<file path="config.mk">
export PLATFORM = sky130hd
export DESIGN_NAME = seg_xlate_unit
export DESIGN_NICKNAME = d
export VERILOG_FILES = /design/src/rtl/seg_xlate_pkg.sv /design/src/rtl/seg_regfile.sv /design/src/rtl/phys_addr_calc.sv /design/src/rtl/xlate_sequencer.sv /design/src/rtl/seg_xlate_unit.sv
export SDC_FILE = /design/constraint.sdc
export NUM_CORES = 1
export LEC_CHECK = 0
export CORE_MARGIN = 8
export CORE_UTILIZATION = 30
export CTS_CLUSTER_SIZE = 12
export DETAILED_ROUTE_END_ITERATION = 16
export MAX_ROUTING_LAYER = met4
export PLACE_DENSITY_LB_ADDON = 0.3
export SYNTH_ARGS = -nofsm -noshare
export SYNTH_HDL_FRONTEND = slang
export SYNTH_SLANG_ARGS = --single-unit
</file>
<file path="constraint.sdc">
create_clock -name clk -period 12.26 [get_ports clk]
set_clock_uncertainty 0.2 [all_clocks]
set_input_delay 2.452 -clock clk [delete_from_list [all_inputs] [get_ports clk]]
set_output_delay 2.452 -clock clk [all_outputs]
set_load 0.03 [all_outputs]
</file>
<file path="src/rtl/seg_xlate_pkg.sv">
package seg_xlate_pkg;

  typedef enum logic [1:0] {
    XS_IDLE  = 2'd0,
    XS_ISSUE = 2'd1,
    XS_WAIT  = 2'd2
  } xlate_state_t;

endpackage

</file>
<file path="src/rtl/seg_regfile.sv">
module seg_regfile #(
  parameter int NSEG  = 4,
  parameter int SEG_W = 16,
  localparam int SEL_W = (NSEG > 1) ? $clog2(NSEG) : 1
) (
  input  logic             clk,
  input  logic             rst,
  input  logic             ld_en,
  input  logic [SEL_W-1:0] ld_idx,
  input  logic [SEG_W-1:0] ld_val,
  input  logic [SEL_W-1:0] rd_idx,
  output logic [SEG_W-1:0] rd_val
);

  logic [SEG_W-1:0] seg_view [NSEG];

  for (genvar gi = 0; gi < NSEG; gi++) begin : g_seg
    logic [SEG_W-1:0] val_q;
    always_ff @(posedge clk) begin
      if (rst) begin
        val_q <= '0;
      end else if (ld_en && (ld_idx == SEL_W'(gi))) begin
        val_q <= ld_val;
      end
    end
    assign seg_view[gi] = val_q;
  end

  // Registered contents are read, so a load in the accepting cycle is not seen.
  assign rd_val = seg_view[rd_idx];

endmodule

</file>
<file path="src/rtl/phys_addr_calc.sv">
module phys_addr_calc #(
  parameter int SEG_W     = 16,
  parameter int OFS_W     = 16,
  parameter int PADDR_W   = 20,
  parameter int SEG_SHIFT = 4,
  parameter int LANE_W    = 1,
  localparam int SH_W     = SEG_W + SEG_SHIFT
) (
  input  logic [SEG_W-1:0]   seg,
  input  logic [OFS_W-1:0]   ofs,
  input  logic [LANE_W-1:0]  lane,
  output logic [PADDR_W-1:0] addr
);

  logic [OFS_W-1:0] ofs_eff;
  logic [SH_W-1:0]  seg_sh;

  // The lane step wraps inside the offset width before the segment is added.
  assign ofs_eff = ofs + OFS_W'(lane);
  assign seg_sh  = {seg, {SEG_SHIFT{1'b0}}};
  assign addr    = PADDR_W'(seg_sh) + PADDR_W'(ofs_eff);

endmodule

</file>
<file path="src/rtl/xlate_sequencer.sv">
module xlate_sequencer
  import seg_xlate_pkg::*;
#(
  parameter int SEG_W   = 16,
  parameter int OFS_W   = 16,
  parameter int PADDR_W = 20,
  parameter int BYTE_W  = 8,
  parameter int DATA_W  = 16,
  localparam int NLANE  = DATA_W / BYTE_W,
  localparam int LANE_W = (NLANE > 1) ? $clog2(NLANE) : 1
) (
  input  logic               clk,
  input  logic               rst,
  input  logic               req_valid,
  input  logic               req_word,
  input  logic               req_write,
  input  logic [DATA_W-1:0]  req_wdata,
  input  logic [SEG_W-1:0]   req_seg_val,
  input  logic [OFS_W-1:0]   req_ofs,
  output logic [SEG_W-1:0]   calc_seg,
  output logic [OFS_W-1:0]   calc_ofs,
  output logic [LANE_W-1:0]  calc_lane,
  input  logic [PADDR_W-1:0] calc_addr,
  output logic [PADDR_W-1:0] bus_addr,
  output logic               bus_stb,
  output logic               bus_we,
  output logic [BYTE_W-1:0]  bus_wdata,
  input  logic [BYTE_W-1:0]  bus_rdata,
  input  logic               bus_rdy,
  output logic               busy,
  output logic               done,
  output logic [DATA_W-1:0]  rd_data
);

  xlate_state_t      state_q;
  logic [LANE_W-1:0] lane_q;
  logic [LANE_W-1:0] last_q;
  logic [LANE_W-1:0] lane_nxt;
  logic [SEG_W-1:0]  held_seg;
  logic [OFS_W-1:0]  held_ofs;
  logic              held_we;
  logic [DATA_W-1:0] held_wdata;
  logic              accept;
  logic              capture;
  logic              final_byte;

  assign accept     = req_valid && (state_q == XS_IDLE);
  assign capture    = (state_q == XS_WAIT) && bus_rdy;
  assign final_byte = capture && (lane_q == last_q);
  assign lane_nxt   = lane_q + LANE_W'(1);

  // Address operands: live request when idle, held snapshot otherwise.
  always_comb begin
    if (state_q == XS_IDLE) begin
      calc_seg  = req_seg_val;
      calc_ofs  = req_ofs;
      calc_lane = '0;
    end else begin
      calc_seg  = held_seg;
      calc_ofs  = held_ofs;
      calc_lane = lane_nxt;
    end
  end

  always_ff @(posedge clk) begin
    if (rst) begin
      state_q    <= XS_IDLE;
      lane_q     <= '0;
      last_q     <= '0;
      held_seg   <= '0;
      held_ofs   <= '0;
      held_we    <= 1'b0;
      held_wdata <= '0;
      bus_addr   <= '0;
      bus_stb    <= 1'b0;
      bus_we     <= 1'b0;
      bus_wdata  <= '0;
      busy       <= 1'b0;
      done       <= 1'b0;
    end else begin
      done <= 1'b0;
      unique case (state_q)
        XS_IDLE: begin
          if (accept) begin
            held_seg   <= req_seg_val;
            held_ofs   <= req_ofs;
            held_we    <= req_write;
            held_wdata <= req_wdata;
            lane_q     <= '0;
            last_q     <= req_word ? LANE_W'(NLANE - 1) : '0;
            bus_addr   <= calc_addr;
            bus_we     <= req_write;
            bus_wdata  <= req_wdata[BYTE_W-1:0];
            bus_stb    <= 1'b1;
            busy       <= 1'b1;
            state_q    <= XS_ISSUE;
          end
        end
        XS_ISSUE: begin
          bus_stb <= 1'b0;
          state_q <= XS_WAIT;
        end
        XS_WAIT: begin
          if (final_byte) begin
            busy    <= 1'b0;
            done    <= 1'b1;
            state_q <= XS_IDLE;
          end else if (capture) begin
            lane_q    <= lane_nxt;
            bus_addr  <= calc_addr;
            bus_wdata <= held_wdata[lane_nxt*BYTE_W +: BYTE_W];
            bus_stb   <= 1'b1;
            state_q   <= XS_ISSUE;
          end
        end
        default: state_q <= XS_IDLE;
      endcase
    end
  end

  // One capture register per byte lane; lanes not read stay zero.
  for (genvar gi = 0; gi < NLANE; gi++) begin : g_lane
    logic [BYTE_W-1:0] acc_q;
    always_ff @(posedge clk) begin
      if (rst || accept) begin
        acc_q <= '0;
      end else if (capture && !held_we && (lane_q == LANE_W'(gi))) begin
        acc_q <= bus_rdata;
      end
    end
    assign rd_data[gi*BYTE_W +: BYTE_W] = acc_q;
  end

endmodule

</file>
<file path="src/rtl/seg_xlate_unit.sv">
module seg_xlate_unit #(
  parameter int NSEG      = 4,
  parameter int SEG_W     = 16,
  parameter int OFS_W     = 16,
  parameter int PADDR_W   = 20,
  parameter int SEG_SHIFT = 4,
  parameter int BYTE_W    = 8,
  parameter int DATA_W    = 16,
  localparam int SEL_W    = (NSEG > 1) ? $clog2(NSEG) : 1,
  localparam int NLANE    = DATA_W / BYTE_W,
  localparam int LANE_W   = (NLANE > 1) ? $clog2(NLANE) : 1
) (
  input  logic               clk,
  input  logic               rst,
  input  logic               req_valid,
  input  logic [SEL_W-1:0]   req_seg,
  input  logic [OFS_W-1:0]   req_ofs,
  input  logic               req_word,
  input  logic               req_write,
  input  logic [DATA_W-1:0]  req_wdata,
  output logic               busy,
  output logic               done,
  output logic [DATA_W-1:0]  rd_data,
  input  logic               seg_ld,
  input  logic [SEL_W-1:0]   seg_ld_idx,
  input  logic [SEG_W-1:0]   seg_ld_val,
  output logic [PADDR_W-1:0] bus_addr,
  output logic               bus_stb,
  output logic               bus_we,
  output logic [BYTE_W-1:0]  bus_wdata,
  input  logic [BYTE_W-1:0]  bus_rdata,
  input  logic               bus_rdy
);

  logic [SEG_W-1:0]   sel_seg_val;
  logic [SEG_W-1:0]   calc_seg;
  logic [OFS_W-1:0]   calc_ofs;
  logic [LANE_W-1:0]  calc_lane;
  logic [PADDR_W-1:0] calc_addr;

  seg_regfile #(
    .NSEG  (NSEG),
    .SEG_W (SEG_W)
  ) u_segs (
    .clk    (clk),
    .rst    (rst),
    .ld_en  (seg_ld),
    .ld_idx (seg_ld_idx),
    .ld_val (seg_ld_val),
    .rd_idx (req_seg),
    .rd_val (sel_seg_val)
  );

  phys_addr_calc #(
    .SEG_W     (SEG_W),
    .OFS_W     (OFS_W),
    .PADDR_W   (PADDR_W),
    .SEG_SHIFT (SEG_SHIFT),
    .LANE_W    (LANE_W)
  ) u_addr (
    .seg  (calc_seg),
    .ofs  (calc_ofs),
    .lane (calc_lane),
    .addr (calc_addr)
  );

  xlate_sequencer #(
    .SEG_W   (SEG_W),
    .OFS_W   (OFS_W),
    .PADDR_W (PADDR_W),
    .BYTE_W  (BYTE_W),
    .DATA_W  (DATA_W)
  ) u_seq (
    .clk         (clk),
    .rst         (rst),
    .req_valid   (req_valid),
    .req_word    (req_word),
    .req_write   (req_write),
    .req_wdata   (req_wdata),
    .req_seg_val (sel_seg_val),
    .req_ofs     (req_ofs),
    .calc_seg    (calc_seg),
    .calc_ofs    (calc_ofs),
    .calc_lane   (calc_lane),
    .calc_addr   (calc_addr),
    .bus_addr    (bus_addr),
    .bus_stb     (bus_stb),
    .bus_we      (bus_we),
    .bus_wdata   (bus_wdata),
    .bus_rdata   (bus_rdata),
    .bus_rdy     (bus_rdy),
    .busy        (busy),
    .done        (done),
    .rd_data     (rd_data)
  );

endmodule

</file>
* Word-level counts from Yosys, hierarchy flattened
Cells that the tools add are included.
Operators by class: $add $sub $neg 3, magnitude comparators 1, eq/ne operators 11, shift operators 1, multiplexer cells 30, bitwise logic cells 3, reduce and logical (&&, ||, !) cells 22
Operators with widths (number):
- $mux W16 | 4
- $mux W20 | 3
- $pmux W20 S2 | 1
- $bmux W16 S2 | 1
- $mux W8 | 3
- $add A20 B16 Y20 | 1
- $add A16 B1 Y16 | 1
- $pmux W8 S2 | 1
- $shiftx A16 B5 Y8 | 1
- $logic_and A1 B1 Y1 | 10
- $mux W1 | 10
- $reduce_and A4 Y1 | 2
- $eq A2 B2 Y1 const B | 3
- $mux W2 | 3
- $ne A2 B1 Y1 const B | 3
- $pmux W2 S3 | 1
- $eq A2 B1 Y1 const B | 2
- $logic_not A2 Y1 | 2
- $pmux W1 S2 | 2
- $reduce_and A2 Y1 | 2
- $ge A3 B3 Y1 const B | 1
- $ne A3 B1 Y1 const B | 1
- $not A2 Y3 | 1
- $pmux W1 S3 | 1
- 10 further kinds | 11
Word-level totals: flip-flop bits (word level) 164, input bits 67, output and inout bits 48, logic and storage cells 89

* Logic depth before layout (Yosys ltp)
depth in word-level cells 9, mapped depth 21, depth with buffers taken out 17

* Hierarchy
A second synthesis with hierarchy kept.
Unflattened totals: cell total of the unflattened synthesis 872, area, all modules 8230.4 um^2
By module, submodules not included:
- xlate_sequencer | times used 1, cells each 494, area each 4380.5 um^2, seq. area each 2001.9 um^2
- seg_regfile | times used 1, cells each 248, area each 2931.6 um^2, seq. area each 1281.2 um^2
- phys_addr_calc | times used 1, cells each 130, area each 918.4 um^2, seq. area each 0.0 um^2

* Least setup slack after synthesis
Ideal clock, no wire load.
kind input-to-reg, start input port req_seg[0], end register u_seq.bus_addr[18], setup time 0.120 ns, arrival time 5.196 ns, setup slack 6.744 ns, stages on the path 12, cell sequence buf_4 > buf_2 > mux4_2 > nand2_1 > nand2_1 > ha_1 > fa_1 > a211oi_1 > nor3b_1 > o2111ai_1 > a211oi_1 > a211o_1
On the way: cells in the longest elaborated chain, start to end 9, elaborated cells on any way between the ends 10
Ends and longest elaborated chain:
- from (decl) | RTL line seg_xlate_unit.sv:16 | input logic [SEL_W-1:0] req_seg,
- $not A2 Y3 (implied by the code) (*) | RTL line seg_regfile.sv:30 | assign rd_val = seg_view[rd_idx];
- $bmux W16 S2 (*) | RTL line seg_regfile.sv:30
- $mux W16 (implied by the code) (*) (2 in a row) | RTL line seg_regfile.sv:30
- $mux W16 (*) | RTL line xlate_sequencer.sv:54 | if (state_q == XS_IDLE) begin
- $add A20 B16 Y20 (*) | RTL line phys_addr_calc.sv:21 | assign addr = PADDR_W'(seg_sh) + PADDR_W'(ofs_eff);
- $mux W20 | RTL line xlate_sequencer.sv:108 | end else if (capture) begin
- $mux W20 | RTL line xlate_sequencer.sv:104 | if (final_byte) begin
- $pmux W20 S2 (*) | RTL line xlate_sequencer.sv:82 | unique case (state_q)
- to (signal assigned) | RTL line xlate_sequencer.sv:91 | bus_addr <= calc_addr;
- to (signal assigned) | RTL line xlate_sequencer.sv:110 | bus_addr <= calc_addr;
- to (decl) | RTL line xlate_sequencer.sv:24 | output logic [PADDR_W-1:0] bus_addr,
Mark *: on every way between the ends. The rest lies on a longest branch, timed or not. The select of a mux whose other input is x is not followed. A chain may end at the register's enable or synchronous reset.

* Worst setup path after layout
start input port req_ofs[0], end register u_seq.bus_addr[18]
On the way: cells in the longest elaborated chain, start to end 6, elaborated cells on any way between the ends 7
Ends and longest elaborated chain:
- from (decl) | RTL line seg_xlate_unit.sv:17 | input logic [OFS_W-1:0] req_ofs,
- $mux W16 (*) | RTL line xlate_sequencer.sv:54
- $add A16 B1 Y16 (*) | RTL line phys_addr_calc.sv:19 | assign ofs_eff = ofs + OFS_W'(lane);
- $add A20 B16 Y20 (*) | RTL line phys_addr_calc.sv:21
- $mux W20 | RTL line xlate_sequencer.sv:108
- $mux W20 | RTL line xlate_sequencer.sv:104
- $pmux W20 S2 (*) | RTL line xlate_sequencer.sv:82
Marked as above.

==> results.cfg <==
[timing]
hold_viol_final = 0
fmax_mhz = 170
rsz0062_at_grt = false
tns_ns = 0
fin_crit_ns = 5.89
drv_slew = 0
final.setup.worst_slack_ns = 6.37
whs_ns = 0.250
setup_viol = 0
max_slew_margin = 0.252
fin_crit_sh = 0.481
tightest_slew_ns = 1.10

[clock_tree]
cts_root_buf = clkbuf_16
cts_setup_buffers = 0
cts_hold_buf = 0
clk_pin_slew_ns = 0.06
cts_max_level = 4
cts_resized = 0
cts_tree = built
clkLatencyLatePin_ns = 0.42
clockBufferDepth = 2
clkSinkCount = 164
cts_inserted_buffers = 17

[floorplanning]
rows = 58
die_h_um = 176
core_um2 = 25300
dieArea_um2 = 31100
start_util = 0.306
io_pins = 115
chipWidth_um = 176

[run_status]
status = completed

[routing]
first_pass_iters = 5
drt_iter0_markers = 516
route.detailed.drc = 0
drtAntennaViolNets = 0
vias_per_cell = 4.92
wl_per_cell_um = 15.6
drt_wl_total_um = 21700
num_vias = 6844

[yosys]
synth-seq-area-share = 0.425
synth.avg_cell_area_um2 = 7.99
yosys.area.top_type = dfxtp_1
ys_async_sr_fraction = 0
synth_top_area_share = 0.425
synthTopCellsByArea = dfxtp_1, nand2_1, a21oi_1
ys_types = 58
ys_warn_count = 0
syn-cell-area_um2 = 7720
synth_nets = 1049
ys.flop_type = dfxtp_1
synth-seq-cells = 164
synth_edf_count = 0
synth_cells = 966

[final_layout]
syn_to_final_growth_pct = 25.8
nets = 1128
final_area_um2 = 9720
most-common-layout-cells = nand2_1, dfxtp_1, a21oi_1
final_common_cell = nand2_1
drive_gt1_frac = 0.0737
nFillCells = 2590

[critical_path]
cp_max_fo = 5
cp-start-kind = primary input
max_stage_delay_ns = 0.47
end_kind = register
worstPathRequired_ns = 12.37
crit_path_top_delay_cell = clkdlybuf4s50_1
ff2ff_path_depth = 17
path_cells = clkdlybuf4s50_1 -> nand2_1 -> nand2_1 -> ha_1 -> ha_1 -> o221ai_2 -> nor3b_2 -> nand3_1 -> xor2_1 -> mux2i_1 -> ha_1 -> and3_1 -> nor3b_1 -> o2111ai_1 -> a211oi_1 -> nor3_1 -> a211o_1
crit_type = in -> reg
arrival_ns = 6.01
critPathMostFrequentCell = ha_1

[power_and_ir_drop]
total_switching_power_uw = 376
p_leak_nw = 3.52
sequentialPowerShare = 0.430
pwr-share-comb = 0.162
p_int_uw = 965
pwr_density_cell_nw_per_um2 = 138
netSwitchingFraction = 0.281
clkPwrFrac = 0.409
vdd_drop_max_mv = 0.0849

[min_path]
hp-class = reg -> reg
hold_depth = 2

[global_routing]
grt-ovfl-total = 0
grt_pass1_vias = 6704
grt_usage = 0.144
antenna_found_initial = 2
grt_max_degree = 84
grt_pass1_wl_um = 35300

[run]
cap_violations = 0

[placed_design]
post_dp_cell_area_um2 = 9100
gp_congestion = 0.796
pre_cts_ws_ns = 5.91
dp_hpwl_um = 14700
numPortBuffers = 114
[per-layer routing]
layer  vias to the layer above  global-route usage  wire, um
li1                       3454                   -         -
met1                      3234               0.181     10300
met2                       133               0.227     10100
met3                        23              0.0331       890
met4                         0              0.0441       348
met5                         -                   -         0
[registers in the layout, indices dropped and copies added, names as in the netlist]
register / count
u_seq.bus_addr: 20
u_seq.busy: 1
u_seq.held_wdata: 16
u_segs.g_seg.val_q: 64
u_seq.bus_stb: 1
u_seq.done: 1
u_seq.last_q: 1
u_seq.bus_wdata: 8
u_seq.state_q: 2
u_seq.held_ofs: 16
u_seq.bus_we: 1
u_seq.g_lane.acc_q: 16
u_seq.lane_q: 1
u_seq.held_seg: 16
[area by class of cell]
type                    count  area, um2  share of cell area
diodes                      2       5.00            0.000515
clock buffers              20        467              0.0480
clock inverters            12        144              0.0148
inverters                   4       15.0             0.00154
multi-input cells         735       4190               0.431
flip-flops and latches    164       3280               0.338
well taps                 330        413              0.0425
repair buffers            123       1210               0.124
[power groups by stage]
stage	registers [mW]	clock network, mW	logic [mW]
floorplan	0.602	0	0.121
global placement	0.588	0	0.218
detailed placement	0.588	0	0.219
CTS	0.576	0.562	0.219
global route	0.579	0.583	0.239
finish	0.576	0.549	0.217
[kinds of logic after synthesis]
group | synth area share
AND/OR/NAND/NOR | 0.241
flip-flops | 0.425
AO/OA/AOI/OAI | 0.157
XOR/XNOR | 0.0250
buffers and inverters | 0.0366
adder cells (fa/ha/maj) | 0.0269
multiplexers | 0.0881
[cells in the mapped netlist (all sizes together) (5+ instances only)]
master / instances
o21ai: 13
buf: 11
nor2: 24
o211ai: 11
nor3b: 7
xor2: 12
mux4: 16
a211oi: 5
mux2i: 32
nand2: 339
xnor2: 10
nand3: 30
nor3: 10
a21oi: 154
dfxtp: 164
clkbuf: 52
ha: 15
[critical path: cells and delay by family]
kind | cells | cell delay, ns
xor+xnor | 1 | 0.15
buf+inv | 1 | 0.47
fa+ha+maj | 3 | 0.72
compound gates | 4 | 0.92
mux | 1 | 0.09
simple gates | 7 | 1.20
[final timing paths]
path | startpoint | endpoint | slack (ns)
setup / recovery | req_ofs[0] | u_seq.bus_addr[18]$_SDFFE_PP0P_ | 6.37
hold / removal | u_seq.bus_addr[10]$_SDFFE_PP0P_ | u_seq.bus_addr[10]$_SDFFE_PP0P_ | 0.25
setup reg to reg | u_seq.state_q[0]$_SDFFE_PP0P_ | u_seq.bus_addr[18]$_SDFFE_PP0P_ | 7.18
hold reg to reg | u_seq.bus_addr[10]$_SDFFE_PP0P_ | u_seq.bus_addr[10]$_SDFFE_PP0P_ | 0.25
[metrics by stage]
stage                util  total power, mW  instances
global placement    0.360            0.805       1356
detailed placement  0.360            0.807       1356
CTS                 0.385             1.36       1388
floorplan               -            0.723        966
global route        0.385             1.40       1390
finish              0.385             1.34       1390
No activity file was read; power rests on OpenSTA's default activity.
